[src/rtl/icseq_pkg.sv]
package icseq_pkg;
  localparam int OP_W = 3;

  typedef enum logic [2:0] {
    ST_FREQ  = 3'd0,
    ST_FCAP  = 3'd1,
    ST_IREQ  = 3'd2,
    ST_ICAP  = 3'd3,
    ST_EREQ  = 3'd4,
    ST_ECAP  = 3'd5,
    ST_XSAVE = 3'd6,
    ST_XWR   = 3'd7
  } phase_t;

  localparam logic [OP_W-1:0] OP_LOAD  = 3'd1;
  localparam logic [OP_W-1:0] OP_STORE = 3'd2;
  localparam logic [OP_W-1:0] OP_ADD   = 3'd3;
  localparam logic [OP_W-1:0] OP_JUMP  = 3'd4;

  // opcode needs a second execute cycle to capture read data
  function automatic logic op_reads(input logic [OP_W-1:0] op);
    return (op == OP_LOAD) || (op == OP_ADD);
  endfunction

  function automatic logic op_known(input logic [OP_W-1:0] op);
    return (op == OP_LOAD) || (op == OP_ADD) || (op == OP_STORE) || (op == OP_JUMP);
  endfunction
endpackage

[src/rtl/icseq_fsm.sv]
module icseq_fsm
  import icseq_pkg::*;
(
  input  logic            clk,
  input  logic            rst_n,
  input  logic            fetch_ind,
  input  logic [OP_W-1:0] op,
  input  logic            irq_take,
  output phase_t          state
);
  phase_t nxt;
  phase_t after_exec;

  assign after_exec = irq_take ? ST_XSAVE : ST_FREQ;

  always_comb begin
    nxt = state;
    case (state)
      ST_FREQ:  nxt = ST_FCAP;
      ST_FCAP:  nxt = fetch_ind ? ST_IREQ : ST_EREQ;
      ST_IREQ:  nxt = ST_ICAP;
      ST_ICAP:  nxt = ST_EREQ;
      ST_EREQ:  nxt = op_reads(op) ? ST_ECAP : after_exec;
      ST_ECAP:  nxt = after_exec;
      ST_XSAVE: nxt = ST_XWR;
      ST_XWR:   nxt = ST_FREQ;
      default:  nxt = ST_FREQ;
    endcase
  end

  always_ff @(posedge clk or negedge rst_n) begin
    if (!rst_n) state <= ST_FREQ;
    else        state <= nxt;
  end

  // indirect read only follows a fetch whose word carried the flag
  a_r3_ind_after_flag: assert property (@(posedge clk) disable iff (!rst_n)
    (state == ST_IREQ) |-> ($past(state) == ST_FCAP && $past(fetch_ind)));

  // interrupt entry only when taken at the end of execute
  a_r9_entry_cond: assert property (@(posedge clk) disable iff (!rst_n)
    (state == ST_XSAVE) |-> $past(irq_take));

  // jump retires in one execute cycle
  a_r7_jump_one_cycle: assert property (@(posedge clk) disable iff (!rst_n)
    (state == ST_EREQ && op == OP_JUMP) |=> (state == ST_FREQ || state == ST_XSAVE));
endmodule

[src/rtl/icseq_regs.sv]
module icseq_regs
  import icseq_pkg::*;
#(
  parameter int ADDR_W = 12,
  parameter logic [ADDR_W-1:0] HANDLER_ADDR = 12'h100,
  parameter logic [ADDR_W-1:0] SAVE_ADDR    = 12'h0FF,
  localparam int DATA_W = OP_W + 1 + ADDR_W
) (
  input  logic              clk,
  input  logic              rst_n,
  input  phase_t            state,
  input  logic [DATA_W-1:0] mem_rdata,
  input  logic              irq_req,
  input  logic              int_en_set,
  output logic [ADDR_W-1:0] pc,
  output logic [DATA_W-1:0] ir,
  output logic [ADDR_W-1:0] mar,
  output logic [DATA_W-1:0] mbr,
  output logic [DATA_W-1:0] acc,
  output logic              ie,
  output logic              irq_take,
  output logic [OP_W-1:0]   op,
  output logic [ADDR_W-1:0] ea
);
  function automatic logic [DATA_W-1:0] alu(input logic [OP_W-1:0] o,
                                            input logic [DATA_W-1:0] a,
                                            input logic [DATA_W-1:0] d);
    return (o == OP_ADD) ? DATA_W'(a + d) : d;
  endfunction

  function automatic logic [ADDR_W-1:0] pc_step(input logic [ADDR_W-1:0] p);
    return ADDR_W'(p + 1'b1);
  endfunction

  assign op       = ir[DATA_W-1 -: OP_W];
  assign ea       = mbr[ADDR_W-1:0];   // address field or indirect result
  assign irq_take = ie && irq_req;

  always_ff @(posedge clk or negedge rst_n) begin
    if (!rst_n) begin
      pc  <= '0;
      ir  <= '0;
      mar <= '0;
      mbr <= '0;
      acc <= '0;
      ie  <= 1'b0;
    end else begin
      if (state == ST_XSAVE)  ie <= 1'b0;
      else if (int_en_set)    ie <= 1'b1;
      case (state)
        ST_FREQ: begin
          mar <= pc;
          pc  <= pc_step(pc);
        end
        ST_FCAP: begin
          mbr <= mem_rdata;
          ir  <= mem_rdata;
        end
        ST_IREQ: mar <= ea;
        ST_ICAP: mbr <= mem_rdata;
        ST_EREQ: begin
          if (op_reads(op)) mar <= ea;
          if (op == OP_STORE) begin
            mar <= ea;
            mbr <= acc;
          end
          if (op == OP_JUMP) pc <= ea;
        end
        ST_ECAP: begin
          mbr <= mem_rdata;
          acc <= alu(op, acc, mem_rdata);
        end
        ST_XSAVE: begin
          mbr <= DATA_W'(pc);
          mar <= SAVE_ADDR;
        end
        ST_XWR: pc <= HANDLER_ADDR;
        default: ;
      endcase
    end
  end

  // fetch request advances the program counter by one
  a_r2_pc_step: assert property (@(posedge clk) disable iff (!rst_n)
    (state == ST_FREQ) |=> (pc == ADDR_W'($past(pc) + 1'b1)));

  // enable is cleared on entry to the interrupt subcycle
  a_r9_ie_cleared: assert property (@(posedge clk) disable iff (!rst_n)
    (state == ST_XSAVE) |=> !ie);

  // handler vector follows the save write
  a_r9_vector: assert property (@(posedge clk) disable iff (!rst_n)
    (state == ST_XWR) |=> (pc == HANDLER_ADDR));

  // unknown opcodes leave the accumulator alone
  a_r8_acc_hold: assert property (@(posedge clk) disable iff (!rst_n)
    (state == ST_EREQ && !op_known(op)) |=> $stable(acc));
endmodule

[src/rtl/icseq_memport.sv]
module icseq_memport
  import icseq_pkg::*;
#(
  parameter int ADDR_W = 12,
  localparam int DATA_W = OP_W + 1 + ADDR_W
) (
  input  logic              clk,
  input  logic              rst_n,
  input  phase_t            state,
  input  logic [OP_W-1:0]   op,
  input  logic [ADDR_W-1:0] pc,
  input  logic [ADDR_W-1:0] ea,
  input  logic [ADDR_W-1:0] mar,
  input  logic [DATA_W-1:0] mbr,
  input  logic [DATA_W-1:0] acc,
  output logic [ADDR_W-1:0] mem_addr,
  output logic              mem_rd,
  output logic              mem_wr,
  output logic [DATA_W-1:0] mem_wdata
);
  always_comb begin
    mem_addr  = mar;
    mem_rd    = 1'b0;
    mem_wr    = 1'b0;
    mem_wdata = mbr;
    case (state)
      ST_FREQ: begin
        mem_addr = pc;
        mem_rd   = 1'b1;
      end
      ST_IREQ: begin
        mem_addr = ea;
        mem_rd   = 1'b1;
      end
      ST_EREQ: begin
        mem_addr = ea;
        if (op_reads(op)) mem_rd = 1'b1;
        if (op == OP_STORE) begin
          mem_wr    = 1'b1;
          mem_wdata = acc;
        end
      end
      ST_XWR: mem_wr = 1'b1;
      default: ;
    endcase
  end

  // never read and write together
  a_r11_rd_wr_excl: assert property (@(posedge clk) disable iff (!rst_n)
    !(mem_rd && mem_wr));

  // no execute access for jump or unknown opcodes
  a_r8_no_access: assert property (@(posedge clk) disable iff (!rst_n)
    (state == ST_EREQ && (!op_known(op) || op == OP_JUMP)) |-> (!mem_rd && !mem_wr));
endmodule

[src/rtl/icseq_top.sv]
module icseq_top
  import icseq_pkg::*;
#(
  parameter int ADDR_W = 12,
  parameter logic [ADDR_W-1:0] HANDLER_ADDR = 12'h100,
  parameter logic [ADDR_W-1:0] SAVE_ADDR    = 12'h0FF,
  localparam int DATA_W = OP_W + 1 + ADDR_W
) (
  input  logic              clk,
  input  logic              rst_n,
  input  logic              irq_req,
  input  logic              int_en_set,
  output logic [ADDR_W-1:0] mem_addr,
  output logic              mem_rd,
  output logic              mem_wr,
  output logic [DATA_W-1:0] mem_wdata,
  input  logic [DATA_W-1:0] mem_rdata,
  output logic [2:0]        phase,
  output logic [ADDR_W-1:0] pc,
  output logic [DATA_W-1:0] ir,
  output logic [ADDR_W-1:0] mar,
  output logic [DATA_W-1:0] mbr,
  output logic [DATA_W-1:0] acc,
  output logic              int_en
);
  phase_t            st;
  logic              irq_take;
  logic [OP_W-1:0]   op;
  logic [ADDR_W-1:0] ea;
  logic              fetch_ind;

  assign fetch_ind = mem_rdata[ADDR_W];
  assign phase     = st;

  icseq_fsm u_fsm (
    .clk(clk), .rst_n(rst_n), .fetch_ind(fetch_ind), .op(op),
    .irq_take(irq_take), .state(st)
  );

  icseq_regs #(.ADDR_W(ADDR_W), .HANDLER_ADDR(HANDLER_ADDR), .SAVE_ADDR(SAVE_ADDR)) u_regs (
    .clk(clk), .rst_n(rst_n), .state(st), .mem_rdata(mem_rdata),
    .irq_req(irq_req), .int_en_set(int_en_set),
    .pc(pc), .ir(ir), .mar(mar), .mbr(mbr), .acc(acc), .ie(int_en),
    .irq_take(irq_take), .op(op), .ea(ea)
  );

  icseq_memport #(.ADDR_W(ADDR_W)) u_mem (
    .clk(clk), .rst_n(rst_n), .state(st), .op(op), .pc(pc), .ea(ea),
    .mar(mar), .mbr(mbr), .acc(acc),
    .mem_addr(mem_addr), .mem_rd(mem_rd), .mem_wr(mem_wr), .mem_wdata(mem_wdata)
  );

  // save write lands on the fixed location
  a_r9_save_write: assert property (@(posedge clk) disable iff (!rst_n)
    (phase == 3'd7) |-> (mem_wr && mem_addr == SAVE_ADDR));
endmodule

[config.mk]
export PLATFORM = sky130hd
export DESIGN_NAME = icseq_top
export DESIGN_NICKNAME = d
export VERILOG_FILES = /design/src/rtl/icseq_pkg.sv /design/src/rtl/icseq_fsm.sv /design/src/rtl/icseq_regs.sv /design/src/rtl/icseq_memport.sv /design/src/rtl/icseq_top.sv
export SDC_FILE = /design/constraint.sdc
export NUM_CORES = 1
export LEC_CHECK = 0
export ABC_AREA = 1
export BUFFER_PORTS_ARGS = -buffer_cell sky130_fd_sc_hd__buf_2
export CAP_MARGIN = 30
export CORE_ASPECT_RATIO = 0.8
export CORE_MARGIN = 4
export CORE_UTILIZATION = 53
export CTS_BUF_LIST = sky130_fd_sc_hd__clkbuf_16
export CTS_CLUSTER_DIAMETER = 40
export DETAILED_ROUTE_END_ITERATION = 6
export GPL_TIMING_DRIVEN = 0
export HOLD_SLACK_MARGIN = 0.12
export PLACE_DENSITY = 0.89
export SLEW_MARGIN = 25
export SYNTH_ARGS = -nofsm -noshare
export SYNTH_HDL_FRONTEND = slang
export SYNTH_SLANG_ARGS = --single-unit
[constraint.sdc]
create_clock -name clk -period 2.1 [get_ports clk]
set_clock_uncertainty 0.05 [all_clocks]
set_input_delay 0.21 -clock clk [delete_from_list [all_inputs] [get_ports clk]]
set_output_delay 0.21 -clock clk [all_outputs]
set_load 0.05 [all_outputs]
# Yosys cells after proc, flatten, opt, wreduce, memory -nomap -nowiden
# Index checks and enable logic that the tools add are counted.
[totals]
regBits = 76
latch_bits = 0
mem_bits_rw = 0
mem_bits_ro = 0
output_inout_bits = 106
elab_cells = 54
memories = 0
[classes]
add_sub_neg = 2
multipliers = 0
div = 0
order_cmp = 0
n_eq_ne = 13
n_shift = 0
muxes = 20
bitwise = 0
n_reduce_logical = 12
[ops]
columns = ["cell", "n"]
rows = [
  ["$mux 16", 3],
  ["$pmux 12 s4", 1],
  ["$pmux 16 s3", 1],
  ["$mux 12", 3],
  ["$pmux 12 s3", 1],
  ["$pmux 12 s2", 1],
  ["$pmux 3 s8", 1],
  ["$add 16x16->16", 1],
  ["$eq 3x3->1 const B", 5],
  ["$add 12x1->12 const B", 1],
  ["$eq 3x2->1 const B", 4],
  ["$mux 3", 3],
  ["$eq 3x1->1 const B", 2],
  ["$reduce_bool 3->1", 2],
  ["$mux 1", 4],
  ["$pmux 1 s2", 2],
  ["$reduce_and 2->1", 2],
  ["$reduce_bool 4->1", 1],
  ["$reduce_or 2->1", 2],
  ["$logic_not 3->1", 1],
  ["$ne 3x1->1 const B", 1],
  ["$reduce_or 3->1", 1],
  ["$ne 2x1->1 const B", 1],
  ["$reduce_bool 2->1", 1],
  ["2 further kinds", 2],
]

# Depth between registers and ports, before layout
# Gate-level depths: netlist of the first run.
[logic_depth]
depth_word = 5
ltp_mapped = 12
mapped_depth_nobuf = 12

# Cells and area by module
# A second synthesis of the first run with hierarchy kept.
[unflattened]
cells_unflattened = 796
hier_area_um2 = 5395.2
[modules_own_cells]
columns = ["mod", "instances", "cells_per_inst", "area_each_um2", "seq_area_each_um2"]
rows = [
  ["icseq_regs", 1, 645, 4673.2, 1826.8],
  ["icseq_memport", 1, 124, 541.8, 0.0],
  ["icseq_fsm", 1, 27, 180.2, 75.1],
]

# Worst setup path before layout of the first run
# OpenSTA, ideal clock, no wires.
[synth_path]
path_kind = "register -> output"
startpoint = "register u_fsm.state[0]"
endpoint = "output mem_wdata[0]"
t_arrival_ns = 2.542
slack_ns = -0.702
path_stages_with_launch = 8
path_cell_list = "dfrtp_1 > buf_2 > nor2_2 > nand2_4 > inv_4 > nand2_1 > clkbuf_1 > o21ai_0"
[synth_via]
elab_chain_cells = 2
[synth_rtl]
columns = ["element", "line", "source"]
rows = [
  ["from (decl)", "icseq_fsm.sv:9", "output phase_t state"],
  ["from (signal assigned)", "icseq_fsm.sv:33", "else state <= nxt;"],
  ["$eq 3x3->1", "icseq_memport.sv:26", "case (state)"],
  ["$mux 16", "icseq_memport.sv:26", ""],
  ["to (decl)", "icseq_top.sv:16", "output logic [DATA_W-1:0] mem_wdata,"],
]
# No other way between the ends.

# Final worst setup path of the first run
[layout_path]
startpoint = "register u_fsm.state[0]"
endpoint = "output mem_addr[6]"
[layout_via]
elab_chain_cells = 3
word_cells_on_any_way = 5
classes_between = "eq/ne: 2; mux: 1; reduce/logical: 2"
[layout_rtl]
columns = ["element", "line", "source"]
rows = [
  ["$eq 3x2->1 or $eq 3x3->1 (tied branches)", "icseq_memport.sv:26", ""],
  ["$reduce_or 2->1 (no line)", "--", ""],
  ["$pmux 12 s2 (*)", "icseq_memport.sv:26", ""],
  ["to (decl)", "icseq_top.sv:13", "output logic [ADDR_W-1:0] mem_addr,"],
]
# Mark *: on every way between the ends. The rest lies on a longest branch, timed or not.

==> impl_metrics.csv, run 1 <==
group,metric,value,unit
worst_setup_path,cp_data_arrival_time,1.88,ns
cells_and_area,final_layout_size_suffix_gt1_frac,0.280,
placed_design,dp_cells,973,
logic_synthesis,syn_nets,769,
clock_tree,clk_path_buf_depth,2,
global_routing,grt_busiest_layer,"met2",
floorplan,dieArea,11300,sq um
worst_setup_path,slowest_stage,"dfrtp_2",
sta,tightestPinTransition,0.584,ns
sta,min_period,2.14,ns
worst_setup_path,critPathRequiredTime,1.84,ns
placed_design,dp_hpwl,12800,um
cells_and_area,fin_cells,1014,
sta,rsz0062_at_grt,"yes",
global_routing,grt_use_met1,0.449,
status,violations,"design-rule violations, negative setup slack",
worst_setup_path,crit_path_max_fanout,6,
logic_synthesis,yosys.area.top_type,"dfrtp_1",
sta,setup_ws,-0.0381,ns
sta,min_period_over_period,1.02,
floorplan,coreArea,9230,sq um
worst_setup_path,critical_path_class,"reg2out",
worst_setup_path,slowest_delay,0.47,ns
cells_and_area,area_growth,33.1,%
worst_setup_path,crit_start,"u_fsm.state[0]",
logic_synthesis,synth_edf_count,0,
floorplan,ios,126,
status,outcome,"finished, violations left",
min_path,hold_path_class,"in2reg",
logic_synthesis,post_synth.cell_area_avg,6.97,sq um
drt,wirelength,18600,um
sta,whs,0.137,ns
logic_synthesis,syn_inst,732,
min_path,worstHoldStart,"mem_rdata[6]",
sta,setup_violations,6,
drt,vias,6173,
logic_synthesis,synth.most_common_cell,"nand2_1",
global_routing,antenna_found_initial,0,
sta,relSlewSlack,0.611,
sta,finalMaxSlewViolations,0,
cells_and_area,layout.nets,932,
drt,drc_errors,2,
drt,drtIter0Drc,953,
drt,wire_per_inst,18.4,um
sta,final-hold-violation-count,0,
clock_tree,clkLatencyLatePin,0.34,ns
logic_synthesis,ys_ff_latch,76,
floorplan,floorplan.initialDensity,0.552,
flow_run,drv_cap,0,
drt,ant_nets,0,
clock_tree,clock-root-buffer,"clkbuf_16",
worst_setup_path,worstReg2RegStart,"u_fsm.state[0]",
global_routing,grt_util_met2,0.480,
global_routing,met3_usage,0.0723,
clock_tree,cts.sinks,76,
floorplan,die_h,95.7,um
cells_and_area,diodes,0,
logic_synthesis,ys_warn_count,0,
worst_setup_path,cp_cell_sequence,"nor2_4, nand2_4, inv_8, a21oi_4, buf_4, nor2_1, a21oi_1, o21ai_2, buf_4",
logic_synthesis,yosysSeqAreaShare,0.373,
global_routing,grt_pass1_wl,28300,um
global_routing,grtUsageTotal,0.315,
floorplan,num_rows,31,
clock_tree,numCtsBuffers,9,
clock_tree,cts_htree_levels,3,
logic_synthesis,synth_area_leaders,"dfrtp_1 37%, nand2_1 13%, inv_1 8.2%",
logic_synthesis,yosys-top-cells-count,"174 x nand2_1, 111 x inv_1, 78 x o21ai_0, 76 x dfrtp_1, 50 x nor2_1",
worst_setup_path,worst_path_most_repeated_cell,"buf_4",
logic_synthesis,syn-cell-area,5100,sq um
global_routing,grt_max_degree,52,
clock_tree,cts_tree,"built",
logic_synthesis,synthDistinctLibCells,41,
global_routing,first_global_vias,5530,
logic_synthesis,synth_top_area_share,0.373,
logic_synthesis,synth-main-ff-cell,"dfrtp_1",
placed_design,gp_congestion,0.915,
placed_design,io_buffers,125,
floorplan,die_w,118,um
worst_setup_path,start_kind,"flop",
logic_synthesis,ys_async_sr_fraction,1.00,
drt,firstDrtPassIters,7,
drt,viasPerCell,6.09,
worst_setup_path,crit_path_end_kind,"output port",
global_routing,grt_overflow,0,
sta,max_freq,468,MHz
clock_tree,clk_pin_slew,0.05,ns
critical path: cells and delay by family, from the launching register on:
kind	cells	cell delay, ns
buf+inv	3	0.41
flops	1	0.47
simple gates	3	0.21
compound gates	3	0.44
through the flow:
stage                     TNS (ns)   util  setup slack, ns  area (sq um)
after floorplan             -0.581      -          -0.0480          5260
after global placement      -0.779  0.653          -0.0895          6030
after detailed placement    -0.982  0.657           -0.113          6060
after CTS                        0  0.717           0.0134          6620
after global routing        -0.480  0.735          -0.0814          6790
final                       -0.145  0.735          -0.0381          6790
state kept, by name, indices dropped and copies added, names as in the netlist:
name	flops
u_regs.ir	16
u_regs.pc	12
u_regs.mbr	16
u_regs.acc	16
u_regs.mar	12
u_regs.ie	1
u_fsm.state	3
cell families (layout without fill, tap and decap cells):
| group | after synthesis | after routing | synth area share |
|---|---|---|---|
| simple gates | 290 | 290 | 0.243 |
| compound gates | 200 | 200 | 0.219 |
| buf+inv | 144 | 311 | 0.112 |
| flops | 76 | 76 | 0.373 |
| fa+ha+maj | 17 | 17 | 0.0432 |
| xor+xnor | 4 | 4 | 0.00687 |
| mux | 1 | 1 | 0.00221 |
layout by cell type (no fill, tap or decap), types with 4 or more instances in the layout:
cell type / instances
a21oi_1: 39
a21oi_2: 5
a22oi_1: 5
buf_2: 100
buf_4: 40
buf_6: 13
clkbuf_1: 8
clkbuf_16: 9
dfrtp_1: 72
dfrtp_2: 4
dlygate4sd3_1: 6
ha_1: 16
inv_1: 114
inv_2: 4
nand2_1: 168
nand2_2: 7
nand2_4: 5
nand3_1: 36
nor2_1: 45
nor2_2: 5
nor3_1: 6
o21ai_0: 55
o21ai_1: 27
o21ai_2: 19
o21ai_4: 4
o22ai_1: 30
or2_2: 4
layout make-up:
type,instances,area [sq um]
Sequential cell,76,1910
Inverter,119,462
Timing Repair Buffer,154,1000
Buffer,23,156
Fill cell,648,2450
Clock inverter,6,26.3
Multi-Input combinational cell,512,2860
Tap cell,115,144
Clock buffer,9,225
path summary, 6_finish.rpt:
kind	to	slack (ns)	cells past startpoint
worst max-delay path	mem_addr[6]	-0.04	9
worst min-delay path	u_regs.ir[6]	0.14	3
worst max register to register	u_regs.pc[8]	-0.01	9
worst min register to register	u_regs.ir[2]	0.44	2
max in group asynchronous	u_fsm.state[0]	1.10	3
min in group asynchronous	u_regs.pc[2]	0.30	2
routing by layer:
metal	wire length, um	up-vias
li1	-	2739
met1	7330	2778
met2	8000	561
met3	2550	95
met4	759	0
met5	0	-
repair_timing:
action                     in CTS  in global routing
hold endpoints to repair       33                  0
gates cloned                    0                  1
buffers inserted               12                  9
setup endpoints to repair      32                 55
gates resized for setup        51                 32
hold buffers                    6                  0
pin swaps                       5                  3
Power of run 1 is not shown: default switching activity piles up to over one toggle a cycle in this logic, so the estimate is an artifact.
==> run 2, diff against run 1 <==
--- a/config.mk
+++ b/config.mk
@@ -5,18 +5,17 @@
 export SDC_FILE = /design/constraint.sdc
 export NUM_CORES = 1
 export LEC_CHECK = 0
-export ABC_AREA = 1
 export BUFFER_PORTS_ARGS = -buffer_cell sky130_fd_sc_hd__buf_2
 export CAP_MARGIN = 30
 export CORE_ASPECT_RATIO = 0.8
 export CORE_MARGIN = 4
-export CORE_UTILIZATION = 53
+export CORE_UTILIZATION = 54
 export CTS_BUF_LIST = sky130_fd_sc_hd__clkbuf_16
 export CTS_CLUSTER_DIAMETER = 40
 export DETAILED_ROUTE_END_ITERATION = 6
 export GPL_TIMING_DRIVEN = 0
 export HOLD_SLACK_MARGIN = 0.12
-export PLACE_DENSITY = 0.89
+export PLACE_DENSITY = 0.91
 export SLEW_MARGIN = 25
 export SYNTH_ARGS = -nofsm -noshare
 export SYNTH_HDL_FRONTEND = slang
==> impl_metrics.csv, run 2 <==
group,metric,value,unit
status,outcome,"finished, violations left",
status,violations,"design-rule violations, negative setup slack",
floorplan,coreArea,9080,sq um
sta,max_freq,442,MHz
placed_design,io_buffers,125,
sta,rsz0062_at_grt,"yes",
clock_tree,cts_htree_levels,3,
global_routing,first_global_vias,5743,
worst_setup_path,crit_path_max_fanout,7,
clock_tree,cts_tree,"built",
logic_synthesis,synth-main-ff-cell,"dfrtp_1",
worst_setup_path,ff2ff_path_depth,8,
global_routing,antenna_found_initial,0,
floorplan,dieArea,11000,sq um
cells_and_area,final_layout_size_suffix_gt1_frac,0.463,
logic_synthesis,synth.most_common_cell,"nand2_1",
sta,setup_violations,33,
drt,viasPerCell,6.72,
cells_and_area,area_growth,53.4,%
sta,relSlewSlack,0.595,
floorplan,ios,126,
sta,finalMaxSlewViolations,0,
sta,tns,-2.86,ns
worst_setup_path,critPathRequiredTime,1.84,ns
sta,setup_ws,-0.164,ns
drt,drc_errors,1,
clock_tree,clk_pin_slew,0.06,ns
sta,min_period_over_period,1.08,
sta,final-hold-violation-count,0,
drt,drtIter0Drc,879,
placed_design,dp_cells,833,
floorplan,floorplan.initialDensity,0.556,
sta,tightestPinTransition,0.604,ns
placed_design,dp_hpwl,12400,um
cells_and_area,diodes,0,
placed_design,place_ws,-0.165,ns
global_routing,grt_overflow,0,
logic_synthesis,syn_nets,629,
worst_setup_path,worstReg2RegStart,"u_regs.acc[7]",
logic_synthesis,syn_inst,592,
logic_synthesis,ys_async_sr_fraction,1.00,
floorplan,die_h,94.4,um
worst_setup_path,start_kind,"flop",
cells_and_area,reg_top3,"u_regs.acc: 16 flops, u_regs.ir: 16 flops, u_regs.mbr: 16 flops",
logic_synthesis,synthDistinctLibCells,55,
logic_synthesis,yosys.area.top_type,"dfrtp_1",
logic_synthesis,post_synth.cell_area_avg,8.52,sq um
flow_run,drv_cap,0,
logic_synthesis,synth_top_area_share,0.377,
cells_and_area,final_cell_mix,"103 x buf_2, 69 x nand2_1, 62 x dfrtp_1, 53 x buf_4, 49 x o21ai_0",
logic_synthesis,ys_ff_latch,76,
worst_setup_path,ff2ff_setup_slack,-0.16,ns
drt,ant_nets,0,
drt,wire_per_inst,23.1,um
clock_tree,numCtsBuffers,9,
worst_setup_path,crit_path_end_kind,"output port",
sta,min_period,2.26,ns
min_path,worstHoldStart,"mem_rdata[6]",
floorplan,num_rows,31,
global_routing,grt_pass1_wl,29100,um
logic_synthesis,syn-cell-area,5040,sq um
global_routing,grtUsageTotal,0.339,
min_path,holdPathEnd,"u_regs.ir[6]",
clock_tree,cts.sinks,76,
logic_synthesis,synth_edf_count,0,
drt,vias,6071,
logic_synthesis,yosysSeqAreaShare,0.377,
worst_setup_path,cp_data_arrival_time,2.00,ns
cells_and_area,layout.nets,820,
logic_synthesis,yosys-top-cells-count,"92 x nand2_1, 76 x dfrtp_1, 68 x o21ai_0, 52 x nor2_1, 50 x a21oi_1",
logic_synthesis,ys_warn_count,0,
cells_and_area,layout_commonest_cell,"buf_2",
clock_tree,clk_path_buf_depth,2,
clock_tree,clkLatencyLatePin,0.34,ns
worst_setup_path,critical_path_class,"reg2out",
floorplan,die_w,116,um
logic_synthesis,synth_area_leaders,"dfrtp_1 38%, nand2_1 6.8%, o21ai_0 6.7%",
placed_design,gp_congestion,0.916,
drt,wirelength,20900,um
min_path,hold_depth,2,
global_routing,grt_max_degree,40,
worst_setup_path,r2r-end,"u_regs.acc[14]",
drt,firstDrtPassIters,7,
cells_and_area,fin_cells,903,
min_path,hold_path_class,"in2reg",
clock_tree,clock-root-buffer,"clkbuf_16",
-- run 2: changes by cell type after synthesis, moves of 7 or more --
cell / before / now
nand3_1: 36 / 9
o22ai_1: 30 / 0
o21ai_0: 78 / 68
o21ai_1: 27 / 4
a222oi_1: 0 / 12
nand2_1: 174 / 92
and3_1: 0 / 10
a22oi_1: 5 / 24
inv_1: 111 / 10
mux2i_1: 0 / 23
buf_2: 7 / 14
mux2_2: 1 / 17
-- run 2: worst max path at each step --
stage,start,end,slack [ns],cells past startpoint
6_report,u_fsm.state[1],mem_wdata[6],-0.16,9
4_1_cts,u_fsm.state[0],mem_wdata[15],-0.13,7
3_3_place_gp,u_fsm.state[1],mem_wdata[6],-0.12,9
2_1_floorplan,u_regs.acc[0],u_regs.acc[14],-0.12,9
5_1_grt,u_regs.acc[0],u_regs.acc[14],-0.23,9
3_5_place_dp,u_fsm.state[0],mem_addr[10],-0.17,7
-- run 2: routing by layer --
metal / routed length (um) / track usage / share of wire / vias to the layer above
met1: 7550 / 0.424 / 0.36 / 2846
met5: 0 / 0 / 0 / -
li1: - / - / - / 2528
met3: 2390 / 0.0711 / 0.11 / 125
met2: 9970 / 0.556 / 0.48 / 572
met4: 951 / 0.176 / 0.046 / 0
-- run 2: kinds of logic (layout without fill, tap and decap cells) --
logic type	after synthesis	in the layout	share of synthesized area
and+or+nand+nor	212	212	0.201
AOI/OAI and AO/OA	191	191	0.232
DFF	76	76	0.377
buffers and inverters	47	243	0.0464
muxes	40	40	0.0836
adders and majority gates	17	17	0.0437
xor gates and xnor gates	9	9	0.0156
-- run 2: repair_timing --
| action | in CTS | in global routing |
|---|---|---|
| hold endpoints to repair | 41 | 0 |
| pin swaps | 21 | 38 |
| cloned | 2 | 1 |
| endpoints found under the setup margin | 52 | 72 |
| setup buffers | 23 | 28 |
| hold buffers | 4 | 0 |
| resized for setup | 129 | 94 |
-- run 2: through the flow --
| step | hold slack [ns] | area (sq um) | utilization |
|---|---|---|---|
| floorplan | -0.136 | 5340 | - |
| global placement | 0.380 | 6110 | 0.673 |
| detailed placement | 0.164 | 6130 | 0.676 |
| CTS | 0.121 | 7110 | 0.784 |
| global route | 0.133 | 7740 | 0.852 |
| finish | 0.145 | 7740 | 0.852 |
-- run 2: layout make-up --
type	count	area, sq um
well taps	115	144
clock buffers	9	225
fillers	437	1340
repair buffers	182	1370
clock inverters	7	82.6
multi-input cells	469	3660
flip-flops and latches	76	1920
inverters	11	50.0
plain buffers	34	288
-- run 2: worst max-delay path: stages (launching register included) --
cell     delay [ns]
dfrtp_2        0.43
or2_1          0.25
buf_6          0.14
nor2_8         0.09
nand3_4        0.14
inv_6          0.14
buf_8          0.14
nand2_2        0.08
nand2_4        0.09
buf_8          0.14
Power of run 2 is left out for the same reason.
==> run 3, diff against run 2 <==
--- a/config.mk
+++ b/config.mk
@@ -5,17 +5,17 @@
 export SDC_FILE = /design/constraint.sdc
 export NUM_CORES = 1
 export LEC_CHECK = 0
-export BUFFER_PORTS_ARGS = -buffer_cell sky130_fd_sc_hd__buf_2
 export CAP_MARGIN = 30
 export CORE_ASPECT_RATIO = 0.8
 export CORE_MARGIN = 4
-export CORE_UTILIZATION = 54
+export CORE_UTILIZATION = 60
 export CTS_BUF_LIST = sky130_fd_sc_hd__clkbuf_16
 export CTS_CLUSTER_DIAMETER = 40
 export DETAILED_ROUTE_END_ITERATION = 6
+export DONT_BUFFER_PORTS = 1
 export GPL_TIMING_DRIVEN = 0
 export HOLD_SLACK_MARGIN = 0.12
-export PLACE_DENSITY = 0.91
+export PLACE_DENSITY = 0.86
 export SLEW_MARGIN = 25
 export SYNTH_ARGS = -nofsm -noshare
 export SYNTH_HDL_FRONTEND = slang
==> impl_metrics.csv, run 3 (same netlist as run 2, synthesis figures left out) <==
group,metric,value,unit
drt,viasPerCell,8.49,
drt,wire_per_inst,35.2,um
floorplan,ios,126,
drt,drc_errors,52,
clock_tree,clk_path_buf_depth,2,
cells_and_area,area_growth,53.2,%
sta,finalMaxSlewViolations,0,
cells_and_area,num-fill-cells,177,
clock_tree,clk_pin_slew,0.08,ns
global_routing,grtUsageTotal,0.375,
placed_design,gp_congestion,0.938,
worst_setup_path,slowest_delay,0.59,ns
worst_setup_path,critical_path_class,"reg2reg",
cells_and_area,final_cell_mix,"53 x dfrtp_1, 38 x nand2_1, 35 x nor2_1, 33 x buf_4, 33 x a21oi_1",
floorplan,die_w,110,um
worst_setup_path,slowest_stage,"dfrtp_4",
global_routing,grt_pass1_wl,30100,um
drt,vias,6691,
cells_and_area,layout.nets,712,
floorplan,dieArea,9940,sq um
sta,setup_violations,96,
clock_tree,clock-root-buffer,"clkbuf_16",
placed_design,dp_cells,700,
cells_and_area,final_layout_size_suffix_gt1_frac,0.469,
clock_tree,cts.sinks,76,
worst_setup_path,crit_path_end_kind,"flop",
sta,final-hold-violation-count,0,
drt,wirelength,27700,um
sta,setup_ws,-0.704,ns
floorplan,floorplan.initialDensity,0.626,
cells_and_area,layout_commonest_cell,"dfrtp_1",
sta,rsz0062_at_grt,"yes",
drt,drtIter0Drc,1547,
worst_setup_path,ff2ff_setup_slack,-0.70,ns
cells_and_area,reg_top3,"u_regs.acc: 16 flops, u_regs.ir: 16 flops, u_regs.mbr: 16 flops",
sta,relSlewSlack,0.391,
status,outcome,"finished, violations left",
clock_tree,clkLatencyLatePin,0.37,ns
sta,tightestPinTransition,0.913,ns
floorplan,coreArea,8060,sq um
clock_tree,cts_htree_levels,3,
min_path,hold_path_class,"in2reg",
placed_design,place_area,5480,sq um
status,violations,"design-rule violations, negative setup slack",
global_routing,first_global_vias,5396,
worst_setup_path,crit_path_max_fanout,5,
cells_and_area,diodes,0,
cells_and_area,fin_area,7730,sq um
worst_setup_path,critPathRequiredTime,2.31,ns
cells_and_area,multiInputGateArea,4170,sq um
worst_setup_path,cp_cell_sequence,"ha_4, fa_2, a21oi_2, nand4b_1, nand3b_1, a31oi_4, xnor2_2, mux2i_1, o21ai_1",
sta,min_period_over_period,1.34,
clock_tree,numCtsBuffers,9,
global_routing,antenna_found_initial,2,
clock_tree,cts_tree,"built",
drt,firstDrtPassIters,7,
drt,ant_nets,0,
floorplan,die_h,90.0,um
sta,max_freq,357,MHz
sta,min_period,2.80,ns
placed_design,io_buffers,0,
cells_and_area,fin_cells,788,
worst_setup_path,start_kind,"flop",
worst_setup_path,cp_data_arrival_time,3.01,ns
cells_and_area,utilization,0.959,
floorplan,num_rows,29,
placed_design,dp_hpwl,11700,um
cells_and_area,seqCellArea,1960,sq um
flow_run,drv_cap,0,
global_routing,grt_max_degree,77,
global_routing,grt_overflow,0,
[run 3: cell type report]
| type | instances | share of cell area |
|---|---|---|
| clock inverter | 7 | 0.00470 |
| clock buffer | 9 | 0.0291 |
| buffer | 34 | 0.0484 |
| timing repair buffer | 73 | 0.0998 |
| inverter | 11 | 0.00696 |
| tap | 108 | 0.0175 |
| multi-input combinational | 470 | 0.540 |
| sequential | 76 | 0.254 |
[run 3: timing repair]
item                                    4_1_cts  5_1_grt
cloned                                        1        8
gates resized for setup                     139      231
buffers inserted                             21       29
pin swaps                                    24       61
endpoints found under the hold margin       125        0
endpoints found under the setup margin       92       93
hold buffers                                 20        0
[run 3: per-stage QoR]
step,hold WS [ns],TNS (ns),setup WS (ns)
after detailed placement,-0.133,-15.25,-0.386
after floorplan,-0.136,-0.178,-0.116
final,0.170,-27.13,-0.704
after CTS,0.126,-10.90,-0.369
after global routing,0.224,-29.34,-0.658
after global placement,-0.133,-11.13,-0.301
[run 3: layer usage]
layer | up-vias | wire length (um) | global-route usage
met5 | - | 13 | 0
met2 | 937 | 11400 | 0.605
met4 | 2 | 3000 | 0.160
li1 | 2328 | - | -
met3 | 368 | 4960 | 0.113
met1 | 3056 | 8400 | 0.469
[run 3: path summary, 6_finish.rpt]
path | from | end | depth (start not counted)
max | u_regs.acc[0] | u_regs.acc[8] | 9
min | mem_rdata[13] | u_regs.acc[13] | 3
max in group asynchronous | rst_n | u_regs.acc[0] | 2
min reg2reg | u_regs.pc[1] | u_regs.pc[1] | 2
min in group asynchronous | rst_n | u_regs.mbr[9] | 2
max reg2reg | u_regs.acc[0] | u_regs.acc[8] | 9
[run 3: worst max-delay path: cells and delay by family, from the launching register on]
family | cells | cell delay (ns)
flip-flops | 1 | 0.59
multiplexers | 1 | 0.13
XOR/XNOR | 1 | 0.17
AND/OR/NAND/NOR | 2 | 0.43
AO/OA/AOI/OAI | 3 | 0.78
adder cells (fa/ha/maj) | 2 | 0.57
Power of run 3 is left out for the same reason.
